==> src/rtl/lpwk_pkg.sv <==
`timescale 1ns/1ps
package lpwk_pkg;
   typedef enum logic [1:0] {
      ROLE_OFF = 2'd0,
      ROLE_ACT = 2'd1,
      ROLE_CTL = 2'd2
   } wk_role_e;

   typedef enum logic [1:0] {
      NS_STBY   = 2'd0,
      NS_ACTIVE = 2'd1,
      NS_CTRL   = 2'd2
   } nxt_state_e;

   typedef struct packed {
      wk_role_e role;
      logic     rise_ign;
      logic     fall_ign;
   } pin_cfg_s;
endpackage

==> src/rtl/lpwk_edge.sv <==
`timescale 1ns/1ps
module lpwk_edge #(
   parameter int SYNC_STAGES = 2,
   parameter int PW_MIN      = 4
) (
   input  logic clk,
   input  logic rst_n,
   input  logic pin,
   output logic rise,
   output logic fall
);
   if (SYNC_STAGES < 2) begin : g_bad_sync
      $error("lpwk_edge: SYNC_STAGES must be at least 2");
   end
   if (PW_MIN < 1) begin : g_bad_pw
      $error("lpwk_edge: PW_MIN must be at least 1");
   end

   logic [SYNC_STAGES-1:0] sync_q;
   logic                   s;
   logic                   lvl_q;
   logic                   accept;
   logic                   rise_q, fall_q;

   always_ff @(posedge clk or negedge rst_n) begin
      if (!rst_n) sync_q <= '0;
      else        sync_q <= {sync_q[SYNC_STAGES-2:0], pin};
   end
   assign s = sync_q[SYNC_STAGES-1];

   if (PW_MIN == 1) begin : g_direct
      assign accept = (s != lvl_q);
   end else begin : g_counted
      localparam int CW = $clog2(PW_MIN);
      localparam logic [CW-1:0] CMAX = CW'(PW_MIN - 1);
      logic [CW-1:0] cnt_q;
      assign accept = (s != lvl_q) && (cnt_q == CMAX);
      always_ff @(posedge clk or negedge rst_n) begin
         if (!rst_n)                   cnt_q <= '0;
         else if (s == lvl_q || accept) cnt_q <= '0;
         else                           cnt_q <= cnt_q + 1'b1;
      end
   end

   always_ff @(posedge clk or negedge rst_n) begin
      if (!rst_n) begin
         lvl_q  <= 1'b0;
         rise_q <= 1'b0;
         fall_q <= 1'b0;
      end else begin
         if (accept) lvl_q <= s;
         rise_q <= accept & s;
         fall_q <= accept & ~s;
      end
   end

   assign rise = rise_q;
   assign fall = fall_q;

   AST_EDGE_EXCL:   assert property (@(posedge clk) disable iff (!rst_n)
                       $onehot0({rise, fall}));
   AST_RISE_LEVEL:  assert property (@(posedge clk) disable iff (!rst_n)
                       rise |-> ($past(s) && lvl_q));
   AST_FALL_LEVEL:  assert property (@(posedge clk) disable iff (!rst_n)
                       fall |-> (!$past(s) && !lvl_q));
endmodule

==> src/rtl/lpwk_flags.sv <==
`timescale 1ns/1ps
module lpwk_flags #(
   parameter int NPIN = 2
) (
   input  logic            clk,
   input  logic            rst_n,
   input  logic [NPIN-1:0] set_ev,
   input  logic [NPIN-1:0] set_act,
   input  logic [NPIN-1:0] clr,
   output logic [NPIN-1:0] flag,
   output logic [NPIN-1:0] act_flag,
   output logic            irq_n
);
   logic [NPIN-1:0] flag_q;
   logic [NPIN-1:0] tgt_q;
   logic            irq_n_q;

   for (genvar i = 0; i < NPIN; i++) begin : g_pin
      always_ff @(posedge clk or negedge rst_n) begin
         if (!rst_n) begin
            flag_q[i] <= 1'b0;
            tgt_q[i]  <= 1'b0;
         end else begin
            if (set_ev[i]) begin
               flag_q[i] <= 1'b1;
               tgt_q[i]  <= set_act[i];
            end else if (clr[i]) begin
               flag_q[i] <= 1'b0;
            end
         end
      end
   end

   always_ff @(posedge clk or negedge rst_n) begin
      if (!rst_n) irq_n_q <= 1'b1;
      else        irq_n_q <= ~|flag_q;
   end

   assign flag     = flag_q;
   assign act_flag = flag_q & tgt_q;
   assign irq_n    = irq_n_q;

   AST_FLAG_SET:   assert property (@(posedge clk) disable iff (!rst_n)
                      |set_ev |=> ((flag_q & $past(set_ev)) == $past(set_ev)));
   AST_FLAG_HOLD:  assert property (@(posedge clk) disable iff (!rst_n)
                      |flag_q |=> ((flag_q & $past(flag_q & ~clr)) == $past(flag_q & ~clr)));
   AST_IRQ_LAG:    assert property (@(posedge clk) disable iff (!rst_n)
                      $fell(|flag_q) |-> !irq_n);
endmodule

==> src/rtl/lpwk_sel.sv <==
`timescale 1ns/1ps
module lpwk_sel
   import lpwk_pkg::*;
(
   input  logic       wake_req,
   input  logic       any_act,
   input  logic [1:0] sleep_ctl,
   output logic [1:0] next_state
);
   nxt_state_e ns;

   always_comb begin
      if (wake_req) begin
         ns = any_act ? NS_ACTIVE : NS_CTRL;
      end else begin
         unique case (sleep_ctl)
            2'b11:   ns = NS_ACTIVE;
            2'b00:   ns = NS_STBY;
            default: ns = NS_CTRL;
         endcase
      end
   end

   assign next_state = ns;
endmodule

==> src/rtl/lpwk_ctrl.sv <==
`timescale 1ns/1ps
module lpwk_ctrl
   import lpwk_pkg::*;
#(
   parameter int NPIN        = 2,
   parameter int SYNC_STAGES = 2,
   parameter int PW_MIN      = 4,
   localparam int SELW       = (NPIN > 1) ? $clog2(NPIN) : 1
) (
   input  logic            clk,
   input  logic            rst_n,
   input  logic [NPIN-1:0] wk_pin,
   input  logic            cfg_wr,
   input  logic [SELW-1:0] cfg_sel,
   input  logic [1:0]      cfg_role,
   input  logic            cfg_rise_ign,
   input  logic            cfg_fall_ign,
   input  logic [NPIN-1:0] int_clr,
   input  logic            stby_active,
   input  logic            stby_by_reg_off,
   input  logic            sleep_ctl_masked,
   input  logic            en_on_req,
   input  logic [1:0]      sleep_ctl,
   output logic [NPIN-1:0] int_flag,
   output logic            irq_n,
   output logic            wake_req,
   output logic [1:0]      next_state
);
   if (NPIN < 1) begin : g_bad_npin
      $error("lpwk_ctrl: NPIN must be at least 1");
   end

   pin_cfg_s        cfg_q [NPIN];
   logic [NPIN-1:0] rise, fall, ev, is_act, act_flag;
   logic            qual_ok;

   assign qual_ok = stby_active & stby_by_reg_off & sleep_ctl_masked & en_on_req;

   for (genvar i = 0; i < NPIN; i++) begin : g_pin
      always_ff @(posedge clk or negedge rst_n) begin
         if (!rst_n) begin
            cfg_q[i] <= '{role: ROLE_OFF, rise_ign: 1'b0, fall_ign: 1'b0};
         end else if (cfg_wr && cfg_sel == SELW'(i)) begin
            cfg_q[i] <= '{role: wk_role_e'(cfg_role),
                          rise_ign: cfg_rise_ign,
                          fall_ign: cfg_fall_ign};
         end
      end

      lpwk_edge #(
         .SYNC_STAGES (SYNC_STAGES),
         .PW_MIN      (PW_MIN)
      ) u_edge (
         .clk   (clk),
         .rst_n (rst_n),
         .pin   (wk_pin[i]),
         .rise  (rise[i]),
         .fall  (fall[i])
      );

      assign is_act[i] = (cfg_q[i].role == ROLE_ACT);
      assign ev[i] = qual_ok
                   & ((cfg_q[i].role == ROLE_ACT) | (cfg_q[i].role == ROLE_CTL))
                   & ((rise[i] & ~cfg_q[i].rise_ign) | (fall[i] & ~cfg_q[i].fall_ign));
   end

   lpwk_flags #(.NPIN(NPIN)) u_flags (
      .clk      (clk),
      .rst_n    (rst_n),
      .set_ev   (ev),
      .set_act  (is_act),
      .clr      (int_clr),
      .flag     (int_flag),
      .act_flag (act_flag),
      .irq_n    (irq_n)
   );

   assign wake_req = |int_flag;

   lpwk_sel u_sel (
      .wake_req   (wake_req),
      .any_act    (|act_flag),
      .sleep_ctl  (sleep_ctl),
      .next_state (next_state)
   );

   AST_QUAL_GATE:   assert property (@(posedge clk) disable iff (!rst_n)
                       !qual_ok |=> ((int_flag & ~$past(int_flag)) == '0));
   AST_REQ_NOT_STBY: assert property (@(posedge clk) disable iff (!rst_n)
                       wake_req |-> (next_state != 2'd0));
   AST_IRQ_WITH_REQ: assert property (@(posedge clk) disable iff (!rst_n)
                       (wake_req && $past(wake_req)) |-> !irq_n);
endmodule

==> config.mk <==
export PLATFORM = sky130hd
export DESIGN_NAME = lpwk_ctrl
export DESIGN_NICKNAME = d
export VERILOG_FILES = /design/src/rtl/lpwk_pkg.sv /design/src/rtl/lpwk_edge.sv /design/src/rtl/lpwk_flags.sv /design/src/rtl/lpwk_sel.sv /design/src/rtl/lpwk_ctrl.sv
export SDC_FILE = /design/constraint.sdc
export NUM_CORES = 1
export LEC_CHECK = 0
export BUFFER_PORTS_ARGS = -buffer_cell sky130_fd_sc_hd__buf_2
export CORE_ASPECT_RATIO = 1.75
export CORE_MARGIN = 5
export CORE_UTILIZATION = 46
export DETAILED_ROUTE_END_ITERATION = 16
export PLACE_DENSITY = 0.69
export SETUP_SLACK_MARGIN = 0.05
export SYNTH_ARGS = -nofsm -noshare
export SYNTH_HDL_FRONTEND = slang
export SYNTH_SLANG_ARGS = --single-unit
==> constraint.sdc <==
create_clock -name clk -period 1.5 [get_ports clk]
set_clock_uncertainty 0.15 [all_clocks]
set_input_delay 0.075 -clock clk [delete_from_list [all_inputs] [get_ports clk]]
set_output_delay 0.075 -clock clk [all_outputs]
set_load 0.02 [all_outputs]
==> impl_metrics.toml <==
[synthesis]
synth-seq-cells = 27
synth-seq-area-share_pct = 63.8
synth_area_leaders = "dfrtp_1 (61%), mux2_2 (7.4%), ha_1 (5.9%)"
yosys.area.top_type = "dfrtp_1"
syn_avg_cell_area_sq_um = 13.3
syn-num-nets = 103
synth_top_area_share_pct = 61.3
yosysWarnings = 0
synth_cells = 80
ys_types = 18
syn-cell-area_sq_um = 1060

[global_route]
antenna_found_initial = 0
grt_overflow = 0
grt_pass1_vias = 782
groute.usage.overall_pct = 13.4
grt_start_max_net_pins = 28
grt_pass1_wl_microns = 3230

[clocking]
cts_buffers = 3
insertion_delay_ns = 0.27
cts_sinks = 27
root_buffer = "clkbuf_8"
clockBufferDepth = 2
cts_tree = "built"
path_clk_slew_ns = 0.09
h-tree-depth = 1

[sta]
worst_pin_slew_ns = 0.567
setup_viol = 2
slew_headroom_pct = 62.2
hold_viol_final = 0
fmax_mhz = 663
setup_slack_ns = -0.00855
drv_slew = 0
setup_tns_ns = -0.0171
finalCriticalPeriod_ns = 1.51
finalCritPeriodShare_pct = 101
grt_setup_unrepaired = "yes"
whs_ns = 0.0193

[final_layout]
post-route-util_pct = 61.4
n_antenna_cell = 0
mostFrequentLayoutCells = "dfrtp_1 (26), buf_2 (21), dlygate4sd3_1 (9)"
drive_gt1_share_pct = 34.7
fin_cells = 143
nets = 142
area_delta_synth_final_pct = 29.8
design_area_sq_um = 1380
final_common_cell = "dfrtp_1"

[placed_design]
routabilityCongestion = 0.784
place_ws_ns = -0.000369
dp.cells = 128
place_area_sq_um = 1210
place.port_buffers = 23
hpwl_microns = 1410

[route]
first_pass_iters = 3
num_vias = 709
wl_microns = 1900
drtIter0Drc = 15
viasPerCell = 4.96
wl_per_cell_microns = 13.3
drc = 0
drtAntennaViolNets = 0

[pwr]
peakVddDrop_mv = 0.652
p_per_area_nw_per_um2 = 1150
p_sw_share_pct = 24.9
power_mw = 1.58
p_switching_uw = 394
pwr-share-comb_pct = 17.8
seqPwrFrac_pct = 57.1
power_frac_clock_pct = 25.1
p_int_mw = 1.18
p_leak_nw = 0.672

[floorplan]
die-width_microns = 46.3
core_area_sq_um = 2240
start_util_pct = 47.3
io_pins = 24
dieArea_sq_um = 3400
rows = 23
fp.dieH_microns = 73.5

[worst_setup_path]
crit_path_start = "cfg_q[2]$_DFFE_PN0P_"
crit-reg2reg-launch = "cfg_q[2]$_DFFE_PN0P_"
slowest_delay_ns = 0.39
required_ns = 1.51
crit_path_end_kind = "flop"
worst_ep_arrival_time_ns = 1.51
path_cells = "ha_1 > a211o_1 > mux2_4"
critPathSlowestCell = "dfrtp_1"
crit_fanout = 2
critPathLaunchType = "flop"
criticalPathCategory = "flop to flop"

[flow_run]
drv_cap = 0

[outcome]
status = "finished, violations left"
violations = "negative setup slack"

[hold_path]
min_from = "cfg_sel"
hp-class = "input port to flop"
## cells in the mapped netlist
cell      count
o21a_1        1
nand2b_1      4
o21ai_0       5
ha_1          5
a22oi_1       1
nor3_1        2
xnor2_1       2
mux2_2        7
nor2_1        3
nand4_1       1
dfstp_2       1
mux2_4        2
a211o_1       2
nand2_1       6
dfrtp_1      26
nor2b_1       1
nor3b_1       4
inv_1         7
## power groups by stage
stage | registers, mW | clock network (mW) | logic (mW)
2_1_floorplan | 0.901 | 0 | 0.185
3_3_place_gp | 0.910 | 0 | 0.246
3_5_place_dp | 0.918 | 0 | 0.263
4_1_cts | 0.903 | 0.413 | 0.286
5_1_grt | 0.917 | 0.438 | 0.332
6_report | 0.901 | 0.397 | 0.281
## layout make-up
| cell class | instances | area, sq um |
|---|---|---|
| Sequential cell | 27 | 677 |
| Clock buffer | 4 | 45.0 |
| Multi-Input combinational cell | 46 | 365 |
| Fill cell | 190 | 867 |
| Tap cell | 25 | 31.3 |
| Inverter | 7 | 26.3 |
| Timing Repair Buffer | 34 | 233 |
## layer usage
layer / share of wire (%) / wire (microns) / GRT usage (%)
met1: 39 / 733 / 14.5
met2: 54 / 1030 / 23.3
met3: 4.6 / 87 / 2.21
met4: 2.5 / 48 / 7.59
met5: 0 / 0 / 0
## state kept, by name, indices dropped and copies added (netlist names)
name / flops
cfg_q: 8
u_flags.tgt_q: 2
g_pin.u_edge.lvl_q: 2
u_flags.irq_n: 1
u_flags.flag: 2
g_pin.u_edge.fall: 2
g_pin.u_edge.sync_q: 4
g_pin.u_edge.rise: 2
g_pin.u_edge.g_counted.cnt_q: 4
## worst max-delay path: cells and delay by family (launching register included)
kind            cells  cell delay (ns)
mux                 1             0.30
fa+ha+maj           1             0.30
compound gates      1             0.26
flops               1             0.39
## timing repair
action	CTS	global route
buffers inserted	0	2
endpoints found under the setup margin	3	3
gates cloned	0	0
pin swaps	2	2
endpoints found under the hold margin	38	0
resized for setup	4	3
hold buffers	9	0
## logic make-up after synthesis
group,after synthesis,synth area share [%]
muxes,9,10.3
DFF,27,63.8
AOI/OAI and AO/OA,9,5.42
xor gates and xnor gates,2,1.65
buffers and inverters,7,2.48
adders and majority gates,5,5.90
and+or+nand+nor,21,10.5
## worst paths after layout
check                                                      end  slack (ns)  cells after the start
hold / removal                            cfg_q[7]$_DFFE_PN0P_        0.02                      4
hold reg to reg            g_pin[0].u_edge.sync_q[1]$_DFF_PN0_        0.20                      0
min in group asynchronous  g_pin[0].u_edge.sync_q[1]$_DFF_PN0_        0.18                      2
max in group asynchronous                 cfg_q[2]$_DFFE_PN0P_        0.65                      2
setup reg to reg                  u_flags.tgt_q[1]$_DFFE_PN0P_      -0.009                      3
setup / recovery                  u_flags.tgt_q[1]$_DFFE_PN0P_      -0.009                      3
Power figures use the tool's default switching activity.
